## config.mk

```make
export PLATFORM = sky130hd
export DESIGN_NAME = vc_egress_arb
export DESIGN_NICKNAME = d
export VERILOG_FILES = /design/src/rtl/vc_arb_pkg.sv /design/src/rtl/vc_tc_mapper.sv /design/src/rtl/vc_reloc_ctrl.sv /design/src/rtl/vc_strict_arb.sv /design/src/rtl/vc_egress_arb.sv
export SDC_FILE = /design/constraint.sdc
export NUM_CORES = 1
export LEC_CHECK = 0
export BUFFER_PORTS_ARGS = -buffer_cell sky130_fd_sc_hd__buf_4
export CAP_MARGIN = 20
export CORE_ASPECT_RATIO = 0.9
export CORE_MARGIN = 8
export CORE_UTILIZATION = 35
export DETAILED_ROUTE_END_ITERATION = 8
export PLACE_DENSITY = 0.72
export SKIP_CTS_REPAIR_TIMING = 1
export SYNTH_ARGS = -nofsm -noshare
export SYNTH_HDL_FRONTEND = slang
export SYNTH_SLANG_ARGS = --single-unit
```

## constraint.sdc

```tcl
create_clock -name clk -period 3.7 [get_ports clk]
set_input_delay 0.925 -clock clk [delete_from_list [all_inputs] [get_ports clk]]
set_output_delay 0.925 -clock clk [all_outputs]
set_load 0.005 [all_outputs]
```

## src/rtl/vc_arb_pkg.sv

```systemverilog
package vc_arb_pkg;
  localparam int unsigned NUM_TC = 8;
  localparam int unsigned TC_W   = $clog2(NUM_TC);

  typedef logic [TC_W-1:0]   tc_t;
  typedef logic [NUM_TC-1:0] tc_map_t;

  // Class 0 never asks for the high channel.
  function automatic logic tc_wants_high(tc_t tc, tc_map_t map);
    return (tc != '0) && map[tc];
  endfunction

  // Channel actually used: lending forces everything low.
  function automatic logic steer_vc(tc_t tc, tc_map_t map, logic lending);
    return tc_wants_high(tc, map) && !lending;
  endfunction

  function automatic logic map_conflict(logic valid, tc_t tc, tc_map_t map, logic lending);
    return valid && lending && tc_wants_high(tc, map);
  endfunction
endpackage

```

## src/rtl/vc_tc_mapper.sv

```systemverilog
module vc_tc_mapper
  import vc_arb_pkg::*;
(
  input  logic              in_valid,
  input  logic [TC_W-1:0]   in_tc,
  input  logic [NUM_TC-1:0] tc_map,
  input  logic              lending,
  output logic              out_vc,
  output logic              bad_map
);
  always_comb begin
    out_vc  = steer_vc(in_tc, tc_map, lending);
    bad_map = map_conflict(in_valid, in_tc, tc_map, lending);
  end
endmodule

```

## src/rtl/vc_reloc_ctrl.sv

```systemverilog
module vc_reloc_ctrl #(
  parameter int unsigned VC0_DEPTH = 16,
  parameter int unsigned VC1_DEPTH = 8,
  localparam int unsigned CAP_W = $clog2(VC0_DEPTH + VC1_DEPTH + 1)
) (
  input  logic             clk,
  input  logic             rst_n,
  input  logic             reloc_req,
  input  logic             q0_nonempty,
  input  logic             q1_nonempty,
  output logic             quiet,
  output logic             lending,
  output logic [CAP_W-1:0] cap0,
  output logic [CAP_W-1:0] cap1
);
  localparam logic [CAP_W-1:0] BASE0 = CAP_W'(VC0_DEPTH);
  localparam logic [CAP_W-1:0] BASE1 = CAP_W'(VC1_DEPTH);

  assign quiet = !q0_nonempty && !q1_nonempty;

  always_ff @(posedge clk) begin
    if (!rst_n)     lending <= 1'b0;
    else if (quiet) lending <= reloc_req;
  end

  always_comb begin
    if (lending) begin
      cap0 = BASE0 + BASE1;
      cap1 = '0;
    end else begin
      cap0 = BASE0;
      cap1 = BASE1;
    end
  end
endmodule

```

## src/rtl/vc_strict_arb.sv

```systemverilog
module vc_strict_arb #(
  parameter int unsigned WINDOW = 16,
  localparam int unsigned WIN_W = (WINDOW > 1) ? $clog2(WINDOW) : 1,
  localparam int unsigned BUD_W = $clog2(WINDOW + 1)
) (
  input  logic             clk,
  input  logic             rst_n,
  input  logic             eg_ready,
  input  logic             q0_nonempty,
  input  logic             q1_nonempty,
  input  logic [BUD_W-1:0] vc1_budget,
  output logic             gnt0,
  output logic             gnt1,
  output logic             budget_left,
  output logic [BUD_W-1:0] vc1_used
);
  localparam logic [WIN_W-1:0] LAST = WIN_W'(WINDOW - 1);

  logic [WIN_W-1:0] win_cnt;
  logic             win_last;

  assign win_last    = (win_cnt == LAST);
  assign budget_left = (vc1_used < vc1_budget);
  assign gnt1        = eg_ready && q1_nonempty && budget_left;
  assign gnt0        = eg_ready && q0_nonempty && !gnt1;

  always_ff @(posedge clk) begin
    if (!rst_n) begin
      win_cnt  <= '0;
      vc1_used <= '0;
    end else if (win_last) begin
      win_cnt  <= '0;
      vc1_used <= '0;
    end else begin
      win_cnt <= win_cnt + 1'b1;
      if (gnt1) vc1_used <= vc1_used + 1'b1;
    end
  end
endmodule

```

## src/rtl/vc_egress_arb.sv

```systemverilog
module vc_egress_arb
  import vc_arb_pkg::*;
#(
  parameter int unsigned VC0_DEPTH = 16,
  parameter int unsigned VC1_DEPTH = 8,
  parameter int unsigned WINDOW    = 16,
  localparam int unsigned CAP_W = $clog2(VC0_DEPTH + VC1_DEPTH + 1),
  localparam int unsigned BUD_W = $clog2(WINDOW + 1)
) (
  input  logic              clk,
  input  logic              rst_n,
  input  logic              in_valid,
  input  logic [TC_W-1:0]   in_tc,
  input  logic [NUM_TC-1:0] tc_map,
  output logic              in_vc,
  output logic              in_bad_map,
  input  logic              reloc_req,
  input  logic              q0_nonempty,
  input  logic              q1_nonempty,
  input  logic              eg_ready,
  input  logic [BUD_W-1:0]  vc1_budget,
  output logic              gnt_vc0,
  output logic              gnt_vc1,
  output logic              reloc_active,
  output logic [CAP_W-1:0]  cap_vc0,
  output logic [CAP_W-1:0]  cap_vc1
);
  logic             quiet;
  logic             budget_left;
  logic [BUD_W-1:0] vc1_used;

  vc_tc_mapper u_map (
    .in_valid (in_valid),
    .in_tc    (in_tc),
    .tc_map   (tc_map),
    .lending  (reloc_active),
    .out_vc   (in_vc),
    .bad_map  (in_bad_map)
  );

  vc_reloc_ctrl #(.VC0_DEPTH(VC0_DEPTH), .VC1_DEPTH(VC1_DEPTH)) u_reloc (
    .clk         (clk),
    .rst_n       (rst_n),
    .reloc_req   (reloc_req),
    .q0_nonempty (q0_nonempty),
    .q1_nonempty (q1_nonempty),
    .quiet       (quiet),
    .lending     (reloc_active),
    .cap0        (cap_vc0),
    .cap1        (cap_vc1)
  );

  vc_strict_arb #(.WINDOW(WINDOW)) u_arb (
    .clk         (clk),
    .rst_n       (rst_n),
    .eg_ready    (eg_ready),
    .q0_nonempty (q0_nonempty),
    .q1_nonempty (q1_nonempty),
    .vc1_budget  (vc1_budget),
    .gnt0        (gnt_vc0),
    .gnt1        (gnt_vc1),
    .budget_left (budget_left),
    .vc1_used    (vc1_used)
  );
endmodule

```

==> flow_summary.ini <==
[clock_network]
root_buffer = clkbuf_4
cts_sinks = 10
clk_latency_ns = 0.26
cts_inserted_buffers = 3
cts_tree = yes
htree_levels = 1
clock_path_buffers = 2
clk_pin_slew_ns = 0.05

[worst_setup_path]
slowest_stage = ha_1
worstSetupStartpoint = vc1_budget[2]
crit_path_end_kind = primary output
cpLargestDelayFamily = compound AO/OA/AOI/OAI gates
r2r_start = u_arb.vc1_used[2]$_SDFFE_PP0P_
slowest_delay_ns = 0.32
path_buf_inv = 3
crit_type = in2out
cp_common_cell = buf_4
critPathArrivalTime_ns = 2.28
crit_fanout = 8
crit_chain = buf_4 -> inv_1 -> ha_1 -> a21o_2 -> a31oi_2 -> o21ai_2 -> and3_2 -> buf_4
crit_required_ns = 2.77
crit_path_start_kind = input pin

[routing]
finalWirelength_mm = 1.59
drc = 0
wl_per_cell_um = 12.0
via_per_inst = 4.62
antenna_left = 0
drt-initial-drc-count = 17
dr.pass1.iters = 2
vias = 610

[power_and_ir_drop]
seq_power_share_pct = 48.5
p_sw_share_pct = 24.6
p_int_mw = 0.182
combPwrFrac_pct = 22.5
p_sw_mw = 0.0591
powerDensity_nw_per_um2 = 271
ir_drop_mv = 0.240
p_clk_share_pct = 29.1
leakagePower_nw = 0.450

[layout]
n_fill_cell = 191
nNetsFinal = 138
diodes = 0
design_area_um2 = 888
syn_to_final_growth_pct = 32.7
final_layout_size_suffix_gt1_share_pct = 35.5

[grt]
grt_pass1_wl_mm = 2.55
antenna_found_initial = 0
met1_usage_pct = 8.26
met3_usage_pct = 5.08
grt_pass1_vias = 590
grt_overflow = 0
grt_max_degree = 9
grtUsageMet2_pct = 16.4
track_usage_pct = 8.68
busiest_layer = met2

[synth]
ys_warn_count = 0
async_reset_ff_share_pct = 0
seq_area_frac_synth_pct = 29.9
ys_ff_latch = 10
synth_edf_count = 0
synth_top_flop_cell = dfxtp_1
synth_area_per_cell_um2 = 8.47
synth.distinct_cells = 25
syn_inst = 79
netlist_area_um2 = 669

[timing]
hold_viol = 0
finalSetupViolations = 0
period_needed_ns = 3.20
clock_skew_ns = 0.00709
finalSetupTns_ns = 0
maxSlewViolCount = 0
post-route-period-util_pct = 86.6
fmax_ghz = 0.312
rsz0062_at_grt = false

[run_status]
status = finished clean

[placement]
place_area_um2 = 866
portBuffers = 28
post-dp-hpwl_mm = 1.37
place_congestion = 0.790

[floorplanning]
initial_core_util_pct = 36.0
coreArea_um2 = 1860
io_pins = 38
die_h_um = 57.5
rows = 15
die_w_um = 62.1
dieArea_um2 = 3570

[job]
maxCapViolCount = 0

[worst_hold_path]
worstHoldStart = u_arb.win_cnt[0]$_SDFF_PP0_
hold_class = reg2reg
-- metal layers --
layer | vias up | routed length (um)
met5 | - | 0
met3 | 0 | 139
li1 | 303 | -
met1 | 283 | 587
met4 | 0 | 0
met2 | 24 | 863
-- per-stage QoR --
stage                     setup slack [ns]  util, %  total power [mW]  hold WS (ns)  std cells
after global placement               0.538     46.6             0.171         0.435        129
final                                0.498     47.8             0.241         0.452        132
after CTS                            0.490     47.8             0.244         0.454        132
after global routing                 0.416     47.8             0.254         0.461        132
after floorplan                      0.801        -             0.150         0.418         85
after detailed placement             0.490     46.6             0.173         0.443        129
-- power by group through the flow --
stage | Combinational, mW | Sequential, mW | Clock, mW
3_5_place_dp | 0.0543 | 0.119 | 0
2_1_floorplan | 0.0322 | 0.118 | 0
3_3_place_gp | 0.0520 | 0.119 | 0
6_report | 0.0541 | 0.117 | 0.0699
4_1_cts | 0.0545 | 0.117 | 0.0724
5_1_grt | 0.0606 | 0.117 | 0.0760
-- path summary, 6_finish.rpt --
check / endpoint / slack, ns / depth (start not counted)
worst max-delay path: gnt_vc0 / 0.50 / 8
worst min-delay path: u_arb.win_cnt[0]$_SDFF_PP0_ / 0.45 / 1
worst max register to register: u_arb.vc1_used[4]$_SDFFE_PP0P_ / 1.85 / 6
worst min register to register: u_arb.win_cnt[0]$_SDFF_PP0_ / 0.45 / 1
-- cells in the mapped netlist, types with 2 or more instances --
cell type | count | area (um2)
dfxtp_1 | 10 | 200
buf_4 | 9 | 67.6
nor2_1 | 9 | 33.8
inv_1 | 7 | 26.3
ha_1 | 6 | 75.1
nand2_1 | 6 | 22.5
a21oi_1 | 5 | 25.0
nand3_1 | 4 | 20.0
o21ai_0 | 3 | 15.0
xor2_1 | 3 | 26.3
conb_1 | 2 | 7.51
or3_1 | 2 | 12.5
-- cells by family after synthesis --
| group | count (synthesis) | synth area share, % |
|---|---|---|
| compound gates | 13 | 14.6 |
| xor+xnor | 4 | 5.23 |
| fa+ha+maj | 6 | 11.2 |
| buf+inv | 16 | 14.0 |
| flops | 10 | 29.9 |
| mux | 3 | 6.54 |
| other cells | 2 | 1.12 |
| simple gates | 25 | 17.4 |
-- cells in the final DEF (no fill, tap or decap), drive strengths merged --
cell type | synthesis | layout
or3 | 2 | 2
o21ai | 4 | 4
nand3b | 1 | 1
xnor2 | 1 | 1
a211oi | 1 | 1
conb | 2 | 8
inv | 7 | 7
nand2 | 6 | 6
mux2 | 1 | 1
dfxtp | 10 | 10
a21o | 1 | 1
a21oi | 5 | 5
o211ai | 1 | 1
ha | 6 | 6
buf | 9 | 28
mux4 | 1 | 1
mux2i | 1 | 1
nand3 | 4 | 4
nand2b | 1 | 1
and3 | 2 | 2
a31oi | 1 | 1
nor2 | 9 | 9
xor2 | 3 | 3
clkbuf | 0 | 3
-- final cells by class --
| class | instances | area, um2 | share of cell area [%] |
|---|---|---|---|
| well taps | 25 | 31.3 | 3.52 |
| repair buffers | 28 | 210 | 23.7 |
| flip-flops and latches | 10 | 200 | 22.5 |
| inverters | 7 | 26.3 | 2.96 |
| multi-input cells | 59 | 398 | 44.8 |
| clock buffers | 3 | 22.5 | 2.54 |
-- state kept, by name, summed over array words and instances, names as in the netlist --
| name | count |
|---|---|
| u_arb.vc1_used | 5 |
| u_arb.win_cnt | 4 |
| u_reloc.lending | 1 |
Power figures use the tool's default switching activity.
